**config.mk**
```make
export PLATFORM = sky130hd
export DESIGN_NAME = sadma_channel
export DESIGN_NICKNAME = d
export VERILOG_FILES = /design/src/rtl/sadma_pkg.sv /design/src/rtl/sadma_regs.sv /design/src/rtl/sadma_req.sv /design/src/rtl/sadma_xfer.sv /design/src/rtl/sadma_channel.sv
export SDC_FILE = /design/constraint.sdc
export NUM_CORES = 1
export LEC_CHECK = 0
export BUFFER_PORTS_ARGS = -buffer_cell sky130_fd_sc_hd__buf_2
export CORE_ASPECT_RATIO = 1.4
export CORE_UTILIZATION = 53
export CTS_BUF_LIST = sky130_fd_sc_hd__clkbuf_4 sky130_fd_sc_hd__clkbuf_8
export CTS_CLUSTER_DIAMETER = 100
export DETAILED_ROUTE_END_ITERATION = 7
export PLACE_DENSITY = 0.79
export SLEW_MARGIN = 20
export SYNTH_ARGS = -nofsm -noshare
export SYNTH_HDL_FRONTEND = slang
export SYNTH_SLANG_ARGS = --single-unit
```
**constraint.sdc**
```tcl
create_clock -name clk -period 2.5 [get_ports clk]
set_clock_uncertainty 0.15 [all_clocks]
set_input_delay 0.125 -clock clk [delete_from_list [all_inputs] [get_ports clk]]
set_output_delay 0.125 -clock clk [all_outputs]
set_load 0.01 [all_outputs]
```
**src/rtl/sadma_pkg.sv**
```systemverilog
package sadma_pkg;

   typedef enum logic [1:0] {
      XF_IDLE  = 2'd0,
      XF_READ  = 2'd1,
      XF_WRITE = 2'd2
   } xfer_state_e;

   typedef struct packed {
      logic [3:0] src;
      logic       rpt;
      logic       dec;
      logic       io_to_mem;
      logic       word;
   } mode_t;

   localparam logic [2:0] SEL_MADDR  = 3'd0;
   localparam logic [2:0] SEL_IOADDR = 3'd1;
   localparam logic [2:0] SEL_COUNT  = 3'd2;
   localparam logic [2:0] SEL_MODE   = 3'd3;
   localparam logic [2:0] SEL_CTL    = 3'd4;

endpackage

```
**src/rtl/sadma_regs.sv**
```systemverilog
module sadma_regs
   import sadma_pkg::*;
#(
   parameter int unsigned ADDR_W = 16,
   parameter int unsigned IOA_W  = 8,
   parameter int unsigned CNT_W  = 16,
   parameter int unsigned DATA_W = 16,
   parameter int unsigned REG_W  = 16
) (
   input  logic              clk,
   input  logic              rst_n,
   input  logic [2:0]        sel,
   input  logic              wr,
   input  logic [REG_W-1:0]  wdata,
   output logic [REG_W-1:0]  rdata,
   input  logic              step,
   output logic [ADDR_W-1:0] maddr,
   output logic [IOA_W-1:0]  ioaddr,
   output logic [CNT_W-1:0]  count,
   output mode_t             mode,
   output logic              en,
   output logic              ie,
   output logic              end_flag,
   output logic              idle_mode
);

   localparam int unsigned MODE_W = $bits(mode_t);
   localparam logic [ADDR_W-1:0] STEP_WORD = ADDR_W'(DATA_W / 8);
   localparam logic [ADDR_W-1:0] STEP_BYTE = ADDR_W'(1);
   localparam logic [CNT_W-1:0]  CNT_ONE   = CNT_W'(1);

   logic [ADDR_W-1:0] step_amt;
   logic [ADDR_W-1:0] maddr_next;
   logic              cfg_open;

   assign idle_mode  = mode.rpt & ie;
   assign step_amt   = mode.word ? STEP_WORD : STEP_BYTE;
   assign maddr_next = mode.dec ? (maddr - step_amt) : (maddr + step_amt);
   assign cfg_open   = wr & ~en;

   always_ff @(posedge clk or negedge rst_n) begin
      if (!rst_n) begin
         maddr    <= '0;
         ioaddr   <= '0;
         count    <= '0;
         mode     <= '0;
         en       <= 1'b0;
         ie       <= 1'b0;
         end_flag <= 1'b0;
      end else begin
         if (cfg_open) begin
            case (sel)
               SEL_MADDR:  maddr  <= wdata[ADDR_W-1:0];
               SEL_IOADDR: ioaddr <= wdata[IOA_W-1:0];
               SEL_COUNT:  count  <= wdata[CNT_W-1:0];
               SEL_MODE:   mode   <= mode_t'(wdata[MODE_W-1:0]);
               default: ;
            endcase
         end
         if (wr && sel == SEL_CTL) begin
            en <= wdata[0];
            ie <= wdata[1];
            if (wdata[2]) end_flag <= 1'b0;
         end
         if (step) begin
            count <= count - CNT_ONE;
            if (!idle_mode) maddr <= maddr_next;
            if (count == CNT_ONE) begin
               en       <= 1'b0;
               end_flag <= 1'b1;
            end
         end
      end
   end

   always_comb begin
      rdata = '0;
      case (sel)
         SEL_MADDR:  rdata[ADDR_W-1:0] = maddr;
         SEL_IOADDR: rdata[IOA_W-1:0]  = ioaddr;
         SEL_COUNT:  rdata[CNT_W-1:0]  = count;
         SEL_MODE:   rdata[MODE_W-1:0] = mode;
         SEL_CTL:    rdata[2:0]        = {end_flag, ie, en};
         default:    rdata             = '0;
      endcase
   end

endmodule

```
**src/rtl/sadma_req.sv**
```systemverilog
module sadma_req #(
   parameter int unsigned NREQ     = 16,
   parameter bit          REQ_EDGE = 1'b1
) (
   input  logic            clk,
   input  logic            rst_n,
   input  logic [NREQ-1:0] dreq,
   input  logic [3:0]      src,
   input  logic            en,
   input  logic            take,
   output logic            pend
);

   localparam int unsigned SRC_W = (NREQ > 1) ? $clog2(NREQ) : 1;

   logic sel_lvl;
   logic hit;

   always_comb begin
      sel_lvl = 1'b0;
      for (int i = 0; i < NREQ; i++) begin
         if (src == 4'(i)) sel_lvl = dreq[i];
      end
   end

   generate
      if (REQ_EDGE) begin : g_edge
         logic prev;
         always_ff @(posedge clk or negedge rst_n) begin
            if (!rst_n) prev <= 1'b0;
            else        prev <= sel_lvl;
         end
         assign hit = sel_lvl & ~prev;
      end else begin : g_level
         assign hit = sel_lvl;
      end
   endgenerate

   always_ff @(posedge clk or negedge rst_n) begin
      if (!rst_n)    pend <= 1'b0;
      else if (!en)  pend <= 1'b0;
      else if (hit)  pend <= 1'b1;
      else if (take) pend <= 1'b0;
   end

endmodule

```
**src/rtl/sadma_xfer.sv**
```systemverilog
module sadma_xfer
   import sadma_pkg::*;
#(
   parameter int unsigned ADDR_W = 16,
   parameter int unsigned IOA_W  = 8,
   parameter int unsigned DATA_W = 16
) (
   input  logic              clk,
   input  logic              rst_n,
   input  logic              go,
   input  logic              word,
   input  logic              io_to_mem,
   input  logic [ADDR_W-1:0] maddr,
   input  logic [IOA_W-1:0]  ioaddr,
   input  logic              bus_ack,
   input  logic [DATA_W-1:0] bus_rdata,
   output logic              bus_req,
   output logic              bus_we,
   output logic              bus_word,
   output logic [ADDR_W-1:0] bus_addr,
   output logic [DATA_W-1:0] bus_wdata,
   output logic              take,
   output logic              step,
   output logic              busy
);

   localparam int unsigned HI_W = ADDR_W - IOA_W;

   xfer_state_e       state;
   logic [ADDR_W-1:0] io_full;
   logic [ADDR_W-1:0] src_q, dst_q;
   logic [DATA_W-1:0] data_q;
   logic              word_q;

   assign io_full = {{HI_W{1'b1}}, ioaddr};
   assign take    = (state == XF_IDLE) & go;
   assign step    = (state == XF_WRITE) & bus_ack;
   assign busy    = (state != XF_IDLE);

   always_ff @(posedge clk or negedge rst_n) begin
      if (!rst_n) begin
         state  <= XF_IDLE;
         src_q  <= '0;
         dst_q  <= '0;
         data_q <= '0;
         word_q <= 1'b0;
      end else begin
         case (state)
            XF_IDLE: if (take) begin
               src_q  <= io_to_mem ? io_full : maddr;
               dst_q  <= io_to_mem ? maddr : io_full;
               word_q <= word;
               state  <= XF_READ;
            end
            XF_READ: if (bus_ack) begin
               data_q <= word_q ? bus_rdata : {{(DATA_W-8){1'b0}}, bus_rdata[7:0]};
               state  <= XF_WRITE;
            end
            XF_WRITE: if (bus_ack) state <= XF_IDLE;
            default: state <= XF_IDLE;
         endcase
      end
   end

   assign bus_req   = busy;
   assign bus_we    = (state == XF_WRITE);
   assign bus_word  = word_q;
   assign bus_addr  = (state == XF_WRITE) ? dst_q : src_q;
   assign bus_wdata = data_q;

endmodule

```
**src/rtl/sadma_channel.sv**
```systemverilog
module sadma_channel
   import sadma_pkg::*;
#(
   parameter int unsigned ADDR_W   = 16,
   parameter int unsigned IOA_W    = 8,
   parameter int unsigned CNT_W    = 16,
   parameter int unsigned DATA_W   = 16,
   parameter int unsigned REG_W    = 16,
   parameter int unsigned NREQ     = 16,
   parameter bit          REQ_EDGE = 1'b1
) (
   input  logic              clk,
   input  logic              rst_n,
   input  logic [2:0]        reg_sel,
   input  logic              reg_wr,
   input  logic [REG_W-1:0]  reg_wdata,
   output logic [REG_W-1:0]  reg_rdata,
   input  logic [NREQ-1:0]   dreq,
   output logic              bus_req,
   output logic              bus_we,
   output logic              bus_word,
   output logic [ADDR_W-1:0] bus_addr,
   output logic [DATA_W-1:0] bus_wdata,
   input  logic [DATA_W-1:0] bus_rdata,
   input  logic              bus_ack,
   output logic              irq
);

   generate
      if (IOA_W >= ADDR_W) begin : g_chk_ioa
         $error("IOA_W must be narrower than ADDR_W");
      end
      if (REG_W < ADDR_W || REG_W < CNT_W || REG_W < 8) begin : g_chk_reg
         $error("REG_W too narrow for the register contents");
      end
      if (DATA_W < 16 || (DATA_W % 8) != 0) begin : g_chk_data
         $error("DATA_W must be a whole number of bytes, at least 16");
      end
      if (NREQ < 1 || NREQ > 16) begin : g_chk_nreq
         $error("NREQ must be between 1 and 16");
      end
   endgenerate

   logic [ADDR_W-1:0] maddr;
   logic [IOA_W-1:0]  ioaddr;
   logic [CNT_W-1:0]  count;
   mode_t             mode;
   logic              en, ie, end_flag, idle_mode;
   logic              pend, take, step, busy;

   sadma_regs #(
      .ADDR_W(ADDR_W), .IOA_W(IOA_W), .CNT_W(CNT_W),
      .DATA_W(DATA_W), .REG_W(REG_W)
   ) u_regs (
      .clk(clk), .rst_n(rst_n),
      .sel(reg_sel), .wr(reg_wr), .wdata(reg_wdata), .rdata(reg_rdata),
      .step(step),
      .maddr(maddr), .ioaddr(ioaddr), .count(count), .mode(mode),
      .en(en), .ie(ie), .end_flag(end_flag), .idle_mode(idle_mode)
   );

   sadma_req #(
      .NREQ(NREQ), .REQ_EDGE(REQ_EDGE)
   ) u_req (
      .clk(clk), .rst_n(rst_n),
      .dreq(dreq), .src(mode.src), .en(en), .take(take), .pend(pend)
   );

   sadma_xfer #(
      .ADDR_W(ADDR_W), .IOA_W(IOA_W), .DATA_W(DATA_W)
   ) u_xfer (
      .clk(clk), .rst_n(rst_n),
      .go(en & pend), .word(mode.word), .io_to_mem(mode.io_to_mem),
      .maddr(maddr), .ioaddr(ioaddr),
      .bus_ack(bus_ack), .bus_rdata(bus_rdata),
      .bus_req(bus_req), .bus_we(bus_we), .bus_word(bus_word),
      .bus_addr(bus_addr), .bus_wdata(bus_wdata),
      .take(take), .step(step), .busy(busy)
   );

   assign irq = end_flag & ie;

endmodule

```
* Word level (Yosys, flattened, before mapping)
Index checks and enable logic that the tools add are counted.
** Word-level totals
- Flip-flop bits (word level) :: 104
- Input bits :: 55
- Output and inout bits :: 52
- Logic and storage cells :: 115
** Cells by class
- Add/sub/neg operators :: 3
- Eq/ne operators :: 26
- Multiplexer cells :: 46
- Bitwise logic cells :: 9
- Reduce and logical (&&, ||, !) cells :: 13
** Operators by type and width (number)
- 2-to-1 mux 16 bit :: 12
- equality test 4 bit, second input constant :: 8
- 2-to-1 mux 1 bit :: 26
- one-hot mux 5 bit (4 select lines) :: 1
- adder 16 bit :: 1
- equality test 16 x 1 -> 1 bit, second input constant :: 1
- equality test 4 x 3 -> 1 bit, second input constant :: 4
- one-hot mux 8 bit (2 select lines) :: 1
- subtractor 16 x 1 -> 16 bit, second input constant :: 1
- subtractor 16 bit :: 1
- one-hot mux 3 bit (5 select lines) :: 1
- AND reduction 2 bit :: 5
- equality test 4 x 2 -> 1 bit, second input constant :: 2
- 2-to-1 mux 2 bit :: 4
- bitwise AND 1 bit :: 7
- equality test 3 x 2 -> 1 bit, second input constant :: 2
- one-hot mux 2 bit (3 select lines) :: 1
- nonzero test 2 bit :: 3
- equality test 4 x 1 -> 1 bit, second input constant :: 1
- zero test 4 bit :: 1
- != test 2 bit, second input constant :: 2
- equality test 3 x 1 -> 1 bit, second input constant :: 1
- equality test 3 bit, second input constant :: 1
- zero test 3 bit :: 1
- other kinds (8) :: 9

* Logic depth before layout (Yosys ltp)
- Word-level depth :: 20
- Gate-level depth with buffers :: 10
- Mapped depth without buffers :: 10

* Hierarchy
Synthesis repeated with hierarchy kept, for this count alone.
** Unflattened totals
- Cells, all modules :: 610
- Area total of the unflattened synthesis :: 6488.7 µm²
** Modules (own cells, without submodules)
- sadma_regs :: times used 1, cells each 380, area each 3671.0 µm², seq. area each 1276.2 µm²
- sadma_xfer :: times used 1, cells each 195, area each 2507.4 µm², seq. area each 1276.2 µm²
- sadma_req :: times used 1, cells each 33, area each 297.8 µm², seq. area each 50.0 µm²
- sadma_channel :: times used 1, cells each 2, area each 12.5 µm², seq. area each 0.0 µm²

* Worst setup path after synthesis
No wires, ideal clock.
- Path type :: reg-to-reg
- From :: reg u_regs.mode[2] (netlist name)
- To :: reg u_regs.maddr[11]
- Setup time :: 137 ps
- Arrival time :: 2293 ps
- Data required time :: 2213 ps
- Setup slack :: -80 ps
- Stages on the path, launching flop included :: 10
- Path buffers :: 0
- Clock period less this slack :: 2580 ps
- Path through :: dfrtp_1 -> inv_1 -> nor2_1 -> ha_1 -> nor2b_1 -> o31ai_2 -> a211oi_2 -> o41ai_1 -> xor2_1 -> a21oi_1
** Between the ends
- Cells in the longest elaborated chain, start to end :: 3
** Ends and longest elaborated chain
- 2-to-1 mux 16 bit :: line sadma_regs.sv:38 : assign maddr_next = mode.dec ? (maddr - step_amt) : (maddr + step_amt);
- 2-to-1 mux 16 bit :: line sadma_regs.sv:67 : if (!idle_mode) maddr <= maddr_next;
- 2-to-1 mux 16 bit :: line sadma_regs.sv:65 : if (step) begin
- end signal: assignment :: line sadma_regs.sv:53 : SEL_MADDR: maddr <= wdata[ADDR_W-1:0];
- end signal: assignment :: line sadma_regs.sv:67
- end: declaration :: line sadma_regs.sv:17 : output logic [ADDR_W-1:0] maddr,
No other way between the ends.
A chain may end at the register's enable or synchronous reset.

* Final worst setup path
- From :: reg u_regs.mode[2] (netlist name)
- To :: reg u_regs.maddr[15]
** Between the ends
- Cells in the longest elaborated chain, start to end :: 3
** Ends and longest elaborated chain (line)
- 2-to-1 mux 16 bit :: sadma_regs.sv:38
- 2-to-1 mux 16 bit :: sadma_regs.sv:67
- 2-to-1 mux 16 bit :: sadma_regs.sv:65
No other way between the ends.

==> impl_metrics.env <==
export IMPL_status="finished with violations"
export IMPL_violations="setup timing"
export IMPL_finalSetupViolations=1
export IMPL_r2r_slack_ps=-30
export IMPL_peakVddDrop_uv=424
export IMPL_finalHoldViolations=0
export IMPL_fmax_mhz=395
export IMPL_grt_pass1_vias=5536
export IMPL_clkSinkCount=104
export IMPL_antenna_cells=0
export IMPL_multi_input_area_um2=3360
export IMPL_h_tree_depth=3
export IMPL_worst_slack_ps=-31.5
export IMPL_port_buffers=106
export IMPL_dp_hpwl_um=12000
export IMPL_clk_transition_reported_paths_ps=100
export IMPL_nFillCells=803
export IMPL_ys_warn_count=0
export IMPL_synth_top_cell_area_share_pct=42.8
export IMPL_fp_dieW_um=92.6
export IMPL_cap_violations=0
export IMPL_synth_common_cells="104 x dfrtp_1, 74 x nor2_1, 44 x mux2_2, 44 x nand2_1, 43 x a21oi_1"
export IMPL_cts_max_path_buffers=2
export IMPL_worstSetupPathType="flip-flop to flip-flop"
export IMPL_seqCellArea_um2=2600
export IMPL_syn_to_final_growth_pct=25.5
export IMPL_numCtsBuffers=9
export IMPL_die_area_um2=11900
export IMPL_path_max_fanout=8
export IMPL_period_share_pct=101
export IMPL_tritoncts="yes"
export IMPL_worst_pin_slew_ps=510
export IMPL_via_count=5528
export IMPL_overflow=0
export IMPL_viasPerCell=6.02
export IMPL_core_um2=11000
export IMPL_synth_edff_count=0
export IMPL_syn_inst=615
export IMPL_drive_above_1_share_pct=32.0
export IMPL_synthDistinctLibCells=60
export IMPL_drt_pass1_iter_count=5
export IMPL_io_pins=107
export IMPL_totalWireLength_um=16900
export IMPL_start_kind="flip-flop"
export IMPL_synthFlopType="dfrtp_1"
export IMPL_final_util_pct=69.2
export IMPL_hold_class="input pin to asynchronous set/reset pin"
export IMPL_rows=45
export IMPL_start_util_pct=55.1
export IMPL_finalCriticalPeriod_ps=2530
export IMPL_grt_pass1_wl_um=26700
export IMPL_holdWs_ps=38.1
export IMPL_ys_async_sr_fraction_pct=100
export IMPL_grt_max_degree=82
export IMPL_powerDensity_nw_per_um2=1080
export IMPL_drtIter0Drc=425
export IMPL_place_gp_congestion=0.974
export IMPL_nets=847
export IMPL_ctsRootBufferMaster="clkbuf_8"
export IMPL_syn_cell_area_um2=6080
export IMPL_rsz0062_at_grt="yes"
export IMPL_grt_total_usage_pct=28.8
export IMPL_synth_area_top_cells="dfrtp_1 43%, mux2_2 8.1%, mux2i_1 6.3%"
export IMPL_clk_latency_ps=370
export IMPL_setup_tns_ps=-31.5
export IMPL_finalPower_mw=8.28
export IMPL_slew_headroom_pct=65.9
export IMPL_wire_per_inst_um=18.3
export IMPL_synth_avg_cell_area_um2=9.89
export IMPL_ant_nets=0
export IMPL_die_y_um=129
export IMPL_end_kind="flip-flop"
export IMPL_drcViolationCount=0
export IMPL_synth_most_common_cell="dfrtp_1"
export IMPL_ys_seq_elements=104
export IMPL_antenna_found_initial=0
export IMPL_syn_num_nets=688
export IMPL_yosysTopAreaCell="dfrtp_1"
export IMPL_p_leak_nw=3.42
export IMPL_ys_seq_area_share_pct=42.8
export IMPL_arrival_ps=2650
export IMPL_cp_required_ps=2620
export IMPL_final_max_slew_viol_count=0
worst max-delay path: stages (launching register included):
cell	delay, ps
dfrtp_2	490
buf_6	170
buf_4	150
ha_1	370
o21ai_0	170
a31oi_1	360
o2111ai_4	170
a21o_2	210
a31o_1	190
power breakdown:
group,switching [mW],internal (mW)
clock,0.581,0.487
combinational,2.15,2.07
sequential,0.657,2.33
total,3.39,4.89
layout by cell type, fill, tap and decap left out, types with 3 or more instances in the layout:
cell             n
buf_2          105
dfrtp_1        103
nor2_1          71
mux2_2          44
nand2_1         44
a21oi_1         42
buf_4           40
mux2i_1         38
dlygate4sd3_1   34
o21ai_0         26
inv_1           22
a31oi_1         16
nor3_1          13
ha_1            13
nor2b_1         12
nand3_1         12
mux4_2          10
o22ai_1          9
clkbuf_8         9
o21a_1           8
o211ai_1         8
a211oi_1         7
o21ai_1          4
and3_1           4
xor2_1           4
o311ai_0         4
a22oi_1          3
nor2_2           3
nand3b_1         3
nand4_1          3
nor4_1           3
nand2b_1         3
ha_4             3
final cells by class:
cell class              count  share of cell area [%]
multi-input cells         455                    44.0
clock buffers              11                    1.82
repair buffers            182                    15.9
clock inverters             4                   0.721
well taps                 141                    2.31
flip-flops and latches    104                    34.1
inverters                  22                    1.08
registers in the layout (all words and copies together) (netlist names), 2 cells and up:
name	count
u_regs.mode	8
u_regs.maddr	16
u_xfer.dst_q	16
u_regs.ioaddr	8
u_xfer.bus_wdata	16
u_xfer.src_q	16
u_regs.count	16
u_xfer.state	2
timing repair:
item	CTS	global route
pin swaps	0	12
buffers inserted	0	6
setup endpoints to repair	2	8
hold buffers	34	0
endpoints found under the hold margin	163	0
gates resized for setup	1	25
routing by layer:
layer  wire length [µm]  global-route usage, %  up-vias
met5                  0                      0        -
met2               8610                   49.4      234
met1               6780                   36.0     2700
met3                984                   4.20       46
li1                   -                      -     2548
met4                487                   12.5        0
worst paths after layout:
kind	endpoint	startpoint	cells past startpoint
worst max-delay path	u_regs.maddr[15]$_DFF_PN0_	u_regs.mode[2]$_DFFE_PN0P_	8
max in group asynchronous	u_regs.mode[2]$_DFFE_PN0P_	rst_n	3
worst min register to register	u_xfer.bus_wdata[14]$_DFFE_PN0P_	u_xfer.bus_wdata[14]$_DFFE_PN0P_	2
worst min-delay path	u_xfer.bus_wdata[5]$_DFFE_PN0P_	rst_n	2
min in group clk	u_regs.ie$_DFFE_PN0P_	reg_wr	3
worst max register to register	u_regs.maddr[15]$_DFF_PN0_	u_regs.mode[2]$_DFFE_PN0P_	8
cell families (layout without fill, tap and decap cells):
| group | after synthesis | count (layout) | synth area share, % |
|---|---|---|---|
| simple gates | 187 | 187 | 14.6 |
| compound gates | 152 | 152 | 16.0 |
| flops | 104 | 104 | 42.8 |
| fa+ha+maj | 18 | 18 | 3.82 |
| xor+xnor | 6 | 6 | 0.864 |
| buf+inv | 56 | 219 | 3.87 |
| mux | 92 | 92 | 18.1 |
per-stage QoR:
stage | cells | instance area (µm²) | setup WS (ps)
finish | 919 | 7640 | -31.5
global route | 919 | 7640 | -105
CTS | 913 | 7480 | 4.81
detailed placement | 864 | 6940 | 6.56
global placement | 864 | 6940 | 52.2
floorplan | 615 | 6090 | 55.7
Note: power is estimated with default switching activity, not from simulation.
